===== src/rtl/vol_atten_pkg.sv =====
package vol_atten_pkg;

  typedef enum logic [1:0] {
    TGT_MASTER = 2'd0,
    TGT_LEFT   = 2'd1,
    TGT_RIGHT  = 2'd2,
    TGT_RSVD   = 2'd3
  } volTarget_e;

  // per-channel ramp strobes from control to datapath; bit 0 left, bit 1 right
  typedef struct packed {
    logic [1:0] up;
    logic [1:0] down;
  } stepCmd_t;

  // elaboration-time gain entry: round(2^fracBits * 10^(-n/20)), zero past maxIdx
  function automatic int gainCode(int n, int maxIdx, int fracBits);
    real v;
    if (n > maxIdx) return 0;
    v = (2.0 ** fracBits) * (10.0 ** (-real'(n) / 20.0));
    return $rtoi(v + 0.5);
  endfunction

endpackage


===== src/rtl/vol_ctrl.sv =====
module vol_ctrl
  import vol_atten_pkg::*;
#(
  parameter int IDX_W     = 7,
  parameter int ATTEN_MAX = 64
) (
  input  logic             clk,
  input  logic             rstN,
  input  logic             ctrlValid,
  input  logic [1:0]       ctrlTarget,
  input  logic             ctrlIsMute,
  input  logic [IDX_W-1:0] ctrlAtten,
  input  logic             ctrlMute,
  input  logic             sampleValid,
  input  logic [IDX_W-1:0] curIdx [2],
  output logic             ctrlReject,
  output stepCmd_t         stepCmd
);
  localparam int MUTE_IDX = ATTEN_MAX + 1;

  logic [IDX_W-1:0] masterAtt;
  logic [IDX_W-1:0] chanAtt [2];
  logic             muteOn;
  logic             badReq;
  logic [IDX_W-1:0] clampedAtt;
  logic [1:0]       upV, downV;

  assign badReq = ctrlValid &&
                  ((ctrlTarget == TGT_RSVD) || (ctrlIsMute && ctrlTarget != TGT_MASTER));
  assign clampedAtt = (ctrlAtten > IDX_W'(ATTEN_MAX)) ? IDX_W'(ATTEN_MAX) : ctrlAtten;

  always_ff @(posedge clk) begin
    if (!rstN) begin
      masterAtt  <= '0;
      chanAtt[0] <= '0;
      chanAtt[1] <= '0;
      muteOn     <= 1'b0;
      ctrlReject <= 1'b0;
    end else begin
      ctrlReject <= badReq;
      if (ctrlValid && !badReq) begin
        if (ctrlIsMute) begin
          muteOn <= ctrlMute;
        end else begin
          case (ctrlTarget)
            TGT_MASTER: masterAtt  <= clampedAtt;
            TGT_LEFT:   chanAtt[0] <= clampedAtt;
            TGT_RIGHT:  chanAtt[1] <= clampedAtt;
            default:    ;
          endcase
        end
      end
    end
  end

  for (genvar g = 0; g < 2; g++) begin : g_chan
    logic [IDX_W:0]   sumAtt;
    logic [IDX_W-1:0] effAtt;
    logic [IDX_W-1:0] tgtIdx;
    assign sumAtt = {1'b0, masterAtt} + {1'b0, chanAtt[g]};
    assign effAtt = (sumAtt > (IDX_W+1)'(ATTEN_MAX)) ? IDX_W'(ATTEN_MAX) : sumAtt[IDX_W-1:0];
    assign tgtIdx = muteOn ? IDX_W'(MUTE_IDX) : effAtt;
    assign upV[g]   = sampleValid && (curIdx[g] < tgtIdx);
    assign downV[g] = sampleValid && (curIdx[g] > tgtIdx);

    // stored channel attenuation never exceeds the table end
    p_chan_clamp_r4: assert property (@(posedge clk) disable iff (!rstN)
      chanAtt[g] <= IDX_W'(ATTEN_MAX));
  end

  assign stepCmd = '{up: upV, down: downV};

  // unsupported write raises the reject flag the next cycle
  p_reject_pulse_r7: assert property (@(posedge clk) disable iff (!rstN)
    badReq |=> ctrlReject);
  // unsupported write leaves every setting as it was
  p_reject_nochange_r7: assert property (@(posedge clk) disable iff (!rstN)
    badReq |=> ($stable(masterAtt) && $stable(chanAtt[0]) && $stable(chanAtt[1]) && $stable(muteOn)));
  // no ramp strobe without a sample strobe
  p_no_step_idle_r8: assert property (@(posedge clk) disable iff (!rstN)
    !sampleValid |-> (stepCmd.up == 2'b00 && stepCmd.down == 2'b00));

endmodule


===== src/rtl/vol_datapath.sv =====
module vol_chan_scale #(
  parameter int SAMPLE_W = 16,
  parameter int GAIN_W   = 16
) (
  input  logic signed [SAMPLE_W-1:0] sampleIn,
  input  logic        [GAIN_W-1:0]   gain,
  output logic signed [SAMPLE_W-1:0] sampleOut
);
  localparam int FRAC = GAIN_W - 1;
  localparam int PW   = SAMPLE_W + GAIN_W + 1;
  localparam logic signed [PW-1:0] HALF = PW'(1) << (FRAC - 1);
  localparam logic signed [PW-1:0] POS_LIM = PW'((2 ** (SAMPLE_W - 1)) - 1);
  localparam logic signed [PW-1:0] NEG_LIM = -(PW'(2 ** (SAMPLE_W - 1)));

  logic signed [PW-1:0] prod;
  logic signed [PW-1:0] rounded;

  always_comb begin
    prod    = $signed(sampleIn) * $signed({1'b0, gain});
    rounded = (prod + HALF) >>> FRAC;
    if (rounded > POS_LIM)      sampleOut = POS_LIM[SAMPLE_W-1:0];
    else if (rounded < NEG_LIM) sampleOut = NEG_LIM[SAMPLE_W-1:0];
    else                        sampleOut = rounded[SAMPLE_W-1:0];
  end
endmodule

module vol_datapath
  import vol_atten_pkg::*;
#(
  parameter int SAMPLE_W  = 16,
  parameter int GAIN_W    = 16,
  parameter int IDX_W     = 7,
  parameter int ATTEN_MAX = 64
) (
  input  logic                       clk,
  input  logic                       rstN,
  input  logic                       sampleValid,
  input  logic signed [SAMPLE_W-1:0] sampleIn [2],
  input  stepCmd_t                   stepCmd,
  output logic        [IDX_W-1:0]    curIdx [2],
  output logic                       outValid,
  output logic signed [SAMPLE_W-1:0] sampleOut [2]
);
  localparam int MUTE_IDX = ATTEN_MAX + 1;

  logic [GAIN_W-1:0] gainRom [MUTE_IDX+1];

  for (genvar i = 0; i <= MUTE_IDX; i++) begin : g_rom
    assign gainRom[i] = GAIN_W'(gainCode(i, ATTEN_MAX, GAIN_W - 1));
  end

  always_ff @(posedge clk) begin
    if (!rstN) outValid <= 1'b0;
    else       outValid <= sampleValid;
  end

  for (genvar g = 0; g < 2; g++) begin : g_chan
    logic signed [SAMPLE_W-1:0] scaled;

    vol_chan_scale #(.SAMPLE_W(SAMPLE_W), .GAIN_W(GAIN_W)) u_scale (
      .sampleIn (sampleIn[g]),
      .gain     (gainRom[curIdx[g]]),
      .sampleOut(scaled)
    );

    always_ff @(posedge clk) begin
      if (!rstN) begin
        curIdx[g]    <= '0;
        sampleOut[g] <= '0;
      end else if (sampleValid) begin
        sampleOut[g] <= scaled;
        if (stepCmd.up[g])        curIdx[g] <= curIdx[g] + 1'b1;
        else if (stepCmd.down[g]) curIdx[g] <= curIdx[g] - 1'b1;
      end
    end

    // index moves at most one step per strobe
    p_step_size_r5: assert property (@(posedge clk) disable iff (!rstN)
      sampleValid |=> (curIdx[g] == $past(curIdx[g]) ||
                       curIdx[g] == $past(curIdx[g]) + 1'b1 ||
                       curIdx[g] == $past(curIdx[g]) - 1'b1));
    // index and output hold without a strobe
    p_hold_idle_r8: assert property (@(posedge clk) disable iff (!rstN)
      !sampleValid |=> ($stable(curIdx[g]) && $stable(sampleOut[g])));
    // index stays inside the table plus the mute floor
    p_idx_range_r4: assert property (@(posedge clk) disable iff (!rstN)
      curIdx[g] <= IDX_W'(MUTE_IDX));
    // at the mute floor the output is silent
    p_mute_zero_r6: assert property (@(posedge clk) disable iff (!rstN)
      (sampleValid && curIdx[g] == IDX_W'(MUTE_IDX)) |=> (sampleOut[g] == '0));
  end

  // valid follows the strobe by exactly one cycle
  p_valid_lat_r2: assert property (@(posedge clk) disable iff (!rstN)
    sampleValid |=> outValid);
  p_valid_idle_r2: assert property (@(posedge clk) disable iff (!rstN)
    !sampleValid |=> !outValid);

endmodule


===== src/rtl/stereo_vol_atten.sv =====
module stereo_vol_atten
  import vol_atten_pkg::*;
#(
  parameter int SAMPLE_W  = 16,
  parameter int GAIN_W    = 16,
  parameter int ATTEN_MAX = 64,
  parameter int IDX_W     = $clog2(ATTEN_MAX + 2)
) (
  input  logic                clk,
  input  logic                rstN,
  input  logic                ctrlValid,
  input  logic [1:0]          ctrlTarget,
  input  logic                ctrlIsMute,
  input  logic [IDX_W-1:0]    ctrlAtten,
  input  logic                ctrlMute,
  output logic                ctrlReject,
  input  logic                sampleValid,
  input  logic [SAMPLE_W-1:0] sampleLeft,
  input  logic [SAMPLE_W-1:0] sampleRight,
  output logic                outValid,
  output logic [SAMPLE_W-1:0] outLeft,
  output logic [SAMPLE_W-1:0] outRight
);
  stepCmd_t                   stepCmd;
  logic        [IDX_W-1:0]    curIdx [2];
  logic signed [SAMPLE_W-1:0] sampleIn [2];
  logic signed [SAMPLE_W-1:0] sampleOut [2];

  assign sampleIn[0] = sampleLeft;
  assign sampleIn[1] = sampleRight;
  assign outLeft     = sampleOut[0];
  assign outRight    = sampleOut[1];

  vol_ctrl #(.IDX_W(IDX_W), .ATTEN_MAX(ATTEN_MAX)) u_ctrl (
    .clk        (clk),
    .rstN       (rstN),
    .ctrlValid  (ctrlValid),
    .ctrlTarget (ctrlTarget),
    .ctrlIsMute (ctrlIsMute),
    .ctrlAtten  (ctrlAtten),
    .ctrlMute   (ctrlMute),
    .sampleValid(sampleValid),
    .curIdx     (curIdx),
    .ctrlReject (ctrlReject),
    .stepCmd    (stepCmd)
  );

  vol_datapath #(
    .SAMPLE_W(SAMPLE_W), .GAIN_W(GAIN_W), .IDX_W(IDX_W), .ATTEN_MAX(ATTEN_MAX)
  ) u_dp (
    .clk        (clk),
    .rstN       (rstN),
    .sampleValid(sampleValid),
    .sampleIn   (sampleIn),
    .stepCmd    (stepCmd),
    .curIdx     (curIdx),
    .outValid   (outValid),
    .sampleOut  (sampleOut)
  );

endmodule


===== config.mk =====
export PLATFORM = sky130hd
export DESIGN_NAME = stereo_vol_atten
export DESIGN_NICKNAME = d
export VERILOG_FILES = /design/src/rtl/vol_atten_pkg.sv /design/src/rtl/vol_ctrl.sv /design/src/rtl/vol_datapath.sv /design/src/rtl/stereo_vol_atten.sv
export SDC_FILE = /design/constraint.sdc
export NUM_CORES = 1
export LEC_CHECK = 0
export BUFFER_PORTS_ARGS = -buffer_cell sky130_fd_sc_hd__buf_2
export CORE_UTILIZATION = 50
export DETAILED_ROUTE_END_ITERATION = 10
export PLACE_DENSITY_LB_ADDON = 0.1
export SETUP_SLACK_MARGIN = 0.2
export SLEW_MARGIN = 15
export SYNTH_ARGS = -nofsm -noshare
export SYNTH_HDL_FRONTEND = slang
export SYNTH_HIERARCHICAL = 1
export SYNTH_SLANG_ARGS = --single-unit

===== constraint.sdc =====
create_clock -name clk -period 22.5 [get_ports clk]
set_input_delay 1.125 -clock clk [delete_from_list [all_inputs] [get_ports clk]]
set_output_delay 1.125 -clock clk [all_outputs]
set_load 0.01 [all_outputs]

======== Word level (Yosys, flattened, before mapping) ========
Memory sizes are Yosys's and may differ from the RTL's.
Index checks and enable logic that the tools add are counted.
W data, S select, Z words.
cells by class
  add/sub/neg operators ................... 8
  $mul .................................... 2
  $lt $le $gt $ge ......................... 13
  equal/unequal tests ..................... 3
  muxes and demuxes ....................... 30
  bitwise operators ....................... 5
  reductions and logical operators ........ 17
operators by type and width
  operator                  number
  $mux W16                  8
  $mux W7                   11
  $add A33 B16 Y33 const B  2
  $mul A16 B17 Y33          2
  $gt A18 B16 Y1 const B    2
  $lt A18 B16 Y1 const B    2
  $add A7 B7 Y8             2
  $ge A8 B8 Y1 const B      2
  $gt A8 B7 Y1 const B      2
  $not A7 Y8                2
  $add A7 B1 Y7 const B     2
  $gt A7 B7 Y1              2
  $lt A7 B7 Y1              2
  $sub A7 B1 Y7 const B     2
  $mux W1                   11
  $gt A7 B7 Y1 const B      1
  $logic_and A1 B1 Y1       7
  $reduce_and A2 Y1         3
  $reduce_bool A2 Y1        3
  $eq A2 B2 Y1 const B      2
  $reduce_and A3 Y1         1
  $eq A2 B1 Y1 const B      1
  $logic_not A2 Y1          1
  $or A1 B1 Y1              2
  3 further kinds           3
storage, ports and cells
  register bits ........................... 56
  memory bits (writable) .................. 14
  ROM bits ................................ 4096
  input port bits ......................... 47
  output and inout bits ................... 34
  word-level logic and storage cells ...... 89
  memories kept ........................... 3
memories
  memory           words  bits a word  read ports  clocked after memory_dff  write ports  RTL line            RTL
  (no name shown)  128    16           1           0                         0            vol_datapath.sv:62  .gain (gainRom[curIdx[g]]),
  (no name shown)  128    16           1           0                         0            vol_datapath.sv:62
  u_ctrl.chanAtt   2      7            2           0                         2            vol_ctrl.sv:22      logic [IDX_W-1:0] chanAtt [2];

======== Depth between registers and ports, before layout ========
  word-level depth ........................ 10
  depth in mapped cells ................... 34
  depth with buffers taken out ............ 29

======== By module ========
Netlist, hierarchy kept.
by module, submodules not included
  module                                    times used  cells each  area each (um^2)  sequential area each (um^2)
  vol_chan_scale at u_dp.g_chan[0].u_scale  1           1053        8934.8            0.0
  vol_chan_scale at u_dp.g_chan[1].u_scale  1           999         8692.1            0.0
  vol_datapath                              1           613         4942.2            940.9
  vol_ctrl                                  1           195         1883.1            600.6

======== Worst setup path after synthesis ========
OpenSTA, ideal clock, no wires.
  kind .................................... flip-flop to flip-flop
  from .................................... register u_dp/curIdx[7] in the netlist's numbering
  to ...................................... register u_dp/sampleOut[16] in the netlist's numbering
  setup time .............................. 116 ps
  arrival time ............................ 8084 ps
  data required time ...................... 22384 ps
  setup slack ............................. 14300 ps
  cell stages (with the launch flop) ...... 31
  buffers on the path ..................... 4
  clock period less this slack ............ 8200 ps
  cell sequence ........................... dfxtp_1 > clkbuf_1 > inv_1 > ha_1 > clkbuf_1 > nor2_1 > a211o_1 > a311oi_1 > clkbuf_1 > nand2_1 > fa_1 > inv_1 > fa_1 > fa_1 > fa_1 > fa_1 > inv_1 > fa_1 > inv_1 > ha_1 > a21oi_1 > o21ai_0 > a31oi_1 > o211ai_1 > nor4_1 > nor4_4 > o21ai_2 > buf_6 > o21ai_0 > mux2i_1 > nor2b_1
on the way
  word-level cells in the longest chain between the ends .. 9
  elaborated cells on any way between the ends .. 10
  those cells by class .................... 1 x add/sub; 1 x mul; 2 x order compare; 4 x mux; 1 x bitwise; 1 x memory
RTL lines
  item                                             RTL line            RTL
  from (decl)                                      vol_datapath.sv:40  output logic [IDX_W-1:0] curIdx [2],
  from (signal, indexed assignment)                vol_datapath.sv:72  if (stepCmd.up[g]) curIdx[g] <= curIdx[g] + 1'b1;
  from (signal, indexed assignment)                vol_datapath.sv:73  else if (stepCmd.down[g]) curIdx[g] <= curIdx[g] - 1'b1;
  $not A7 Y8 (not written as such) (*)             vol_datapath.sv:62
  $mem_v2 Z128 W16 (*)                             --
  $mux W16 (not written as such) (*) (2 in a row)  vol_datapath.sv:62
  $mul A16 B17 Y33 (*)                             vol_datapath.sv:19  prod = $signed(sampleIn) * $signed({1'b0, gain});
  $add A33 B16 Y33 (*)                             vol_datapath.sv:20  rounded = (prod + HALF) >>> FRAC;
  $lt A18 B16 Y1                                   vol_datapath.sv:22  else if (rounded < NEG_LIM) sampleOut = NEG_LIM[SAMPLE_W-1:0];
  $mux W16                                         vol_datapath.sv:22
  $mux W16 (*)                                     vol_datapath.sv:21  if (rounded > POS_LIM) sampleOut = POS_LIM[SAMPLE_W-1:0];
  net u_dp.g_chan[0].scaled[0]                     vol_datapath.sv:58  logic signed [SAMPLE_W-1:0] scaled;
  to (signal, indexed assignment)                  vol_datapath.sv:71  sampleOut[g] <= scaled;
  to (decl)                                        vol_datapath.sv:42  output logic signed [SAMPLE_W-1:0] sampleOut [2]
Mark *: on every way through the listed nets, which the timed path passes. The rest lies on a longest branch. The select of a mux whose other input is x is not followed.
A chain may end at the register's enable or synchronous reset.

======== Worst setup path in the final report ========
  from .................................... register u_dp/curIdx[7] in the netlist's numbering
  to ...................................... register u_dp/sampleOut[20] in the netlist's numbering
Same word-level chain as after synthesis.

==> results.ini <==
[timing]
timing.fmax_mhz=100
fin_hold_ws_ns=0.523
rsz0062_at_grt=false
hold_viol=0
worst_pin_slew_ns=1.08
fin_crit_sh=0.443
setup_viol=0
clock_skew_ns=0.00778
drv_slew=0
setup_tns_ns=0
min_period_ns=9.98
max-slew-margin-rel=0.270

[flow_run]
maxCapViolCount=0

[cts]
numCtsBuffers=9
clock_latency_ns=0.35
cts_tree=done
clk_path_buf_depth=2
clockRootBuffer=clkbuf_16
cts_hold_buf=0
htreeDepth=3
post_cts_buffers=0
cts.sink_count=70
cts_resized=0
clk_pin_slew_ns=0.07

[finish]
final_common_cell=inv_1
finalInstanceArea_um2=25600
syn_to_final_growth_pct=4.74
drive_above_1_share=0.0787
n_fill_cell=4523
layout.cells.non_filler=3474
mostFrequentLayoutCells=512 x inv_1, 392 x fa_1, 355 x nand2_1, 292 x ha_1, 229 x and2_1
layout.nets=3584

[die]
start_util=0.510
fp-row-count=80
core_area_um2=47900
io_pins=81
die-width_um=223
die_h_um=223
die_area_um2=49800

[setup_path]
crit_path_frequent_cell=fa_1
path_depth=28
worst_ep_arrival_time_ns=10.23
path_class=flip-flop to flip-flop
max_stage_delay_ns=0.91
slowest_stage=o31ai_1
crit_fanout=21
crit_path_start_kind=flip-flop
path_buf_inv=5
reg2regPathDepth=28
cp.required_ns=22.75
crit_path_end_kind=flip-flop
critPathTopFamily=adder cells

[logic_synthesis]
synth-main-ff-cell=dfxtp_1
synth_top_area_frac=0.321
syn-cell-area_um2=24500
synth_nets=3591
yosysWarningCount=6
ys_ff_latch=70
postSynthAreaPerCell_um2=8.55
synth_top_area_cell=fa_1
synth_area_leaders=fa_1 32%, ha_1 15%, inv_1 7.9%, and2_1 5.9%, nand2_1 5.4%
async_flop_share=0
synthCells=2860
synth_edf_count=14
post_synth_num_cell_types=103
ys_seq_area_frac=0.0630

[detailed_routing]
drc_errors=0
first_pass_iters=5
dr.first_iter.drc_count=1482
wire_per_inst_um=18.5
vias=19700
ant_nets=0
routed_wl_mm=64.2
vias_per_cell=5.68

[worst_hold_path]
hold_path_class=flip-flop to flip-flop
hold_depth=2

[global_routing]
grt_pass1_wl_mm=107
grt_start_max_net_pins=62
grt_pass1_vias=20500
gr-total-overflow=0
track_usage=0.266
antenna_found_initial=1

[placement]
placed_area_um2=25300
placed_cells=3457
gp_congestion=0.889
hpwl_mm=50.3
port_buffers=80

[outcome]
status=completed

==> logic make-up after synthesis <==
group	count (synthesis)	share of synthesized area
compound gates	398	0.114
xor+xnor	49	0.0176
fa+ha+maj	685	0.471
buf+inv	647	0.104
flops	70	0.0630
mux	67	0.0329
simple gates	944	0.198
==> area by class of cell <==
type                       instances  area [um2]  area share
antenna                            1        2.50   0.0000977
sequential                        70        1540      0.0602
clock buffer                       9         225     0.00879
multi-input combinational       2143       20400       0.798
inverter                         519        1950      0.0761
timing repair buffer             110         626      0.0244
clock inverter                     7        68.8     0.00269
tap                              615         769      0.0300
==> Yosys cell counts (22+ instances only) <==
cell      number
a21oi_1       93
buf_2         22
and2_1       229
dfxtp_1       56
mux2i_1       50
xor2_1        27
ha_1         292
nor2b_1       54
nand2b_1      55
nand2_1      355
nor2_1        84
fa_1         392
xnor2_1       22
a21o_1        25
o21ai_0       70
inv_1        512
nand3_1       48
clkbuf_1      87
o211ai_1      30
==> worst reg2reg max path: cells and delay by family (launching register included) <==
| kind | cells | cell delay (ns) |
|---|---|---|
| AO/OA/AOI/OAI | 10 | 3.43 |
| adder cells (fa/ha/maj) | 8 | 4.04 |
| buffers and inverters | 5 | 0.55 |
| flip-flops | 1 | 0.81 |
| multiplexers | 1 | 0.18 |
| AND/OR/NAND/NOR | 4 | 0.89 |
==> sequential cells by signal (all words and copies together), names as in the netlist <==
name,flops
u_ctrl/chanAtt,14
u_ctrl/ctrlReject,1
u_ctrl/masterAtt,7
u_ctrl/muteOn,1
u_dp/curIdx,14
u_dp/outValid,1
u_dp/sampleOut,32
==> routing by layer <==
| layer | share of wire | global-route usage |
|---|---|---|
| met1 | 0.47 | 0.388 |
| met3 | 0.063 | 0.0399 |
| met5 | 0 | 0 |
| met4 | 0.016 | 0.0467 |
| met2 | 0.45 | 0.421 |
==> final timing paths <==
check,startpoint,to,slack [ns]
min reg2reg,u_ctrl/masterAtt[0],u_ctrl/masterAtt[0],0.52
max,u_dp/curIdx[7],u_dp/sampleOut[20],12.52
min,u_ctrl/masterAtt[0],u_ctrl/masterAtt[0],0.52
max reg2reg,u_dp/curIdx[7],u_dp/sampleOut[20],12.52
==> per-stage QoR <==
stage | utilization | setup slack, ns
finish | 0.534 | 12.52
global route | 0.534 | 12.05
CTS | 0.534 | 12.76
detailed placement | 0.528 | 12.78
global placement | 0.528 | 12.55
floorplan | - | 14.30
Power is not shown: default switching activity piles up to over one toggle a cycle in this logic, so the estimate is an artifact.
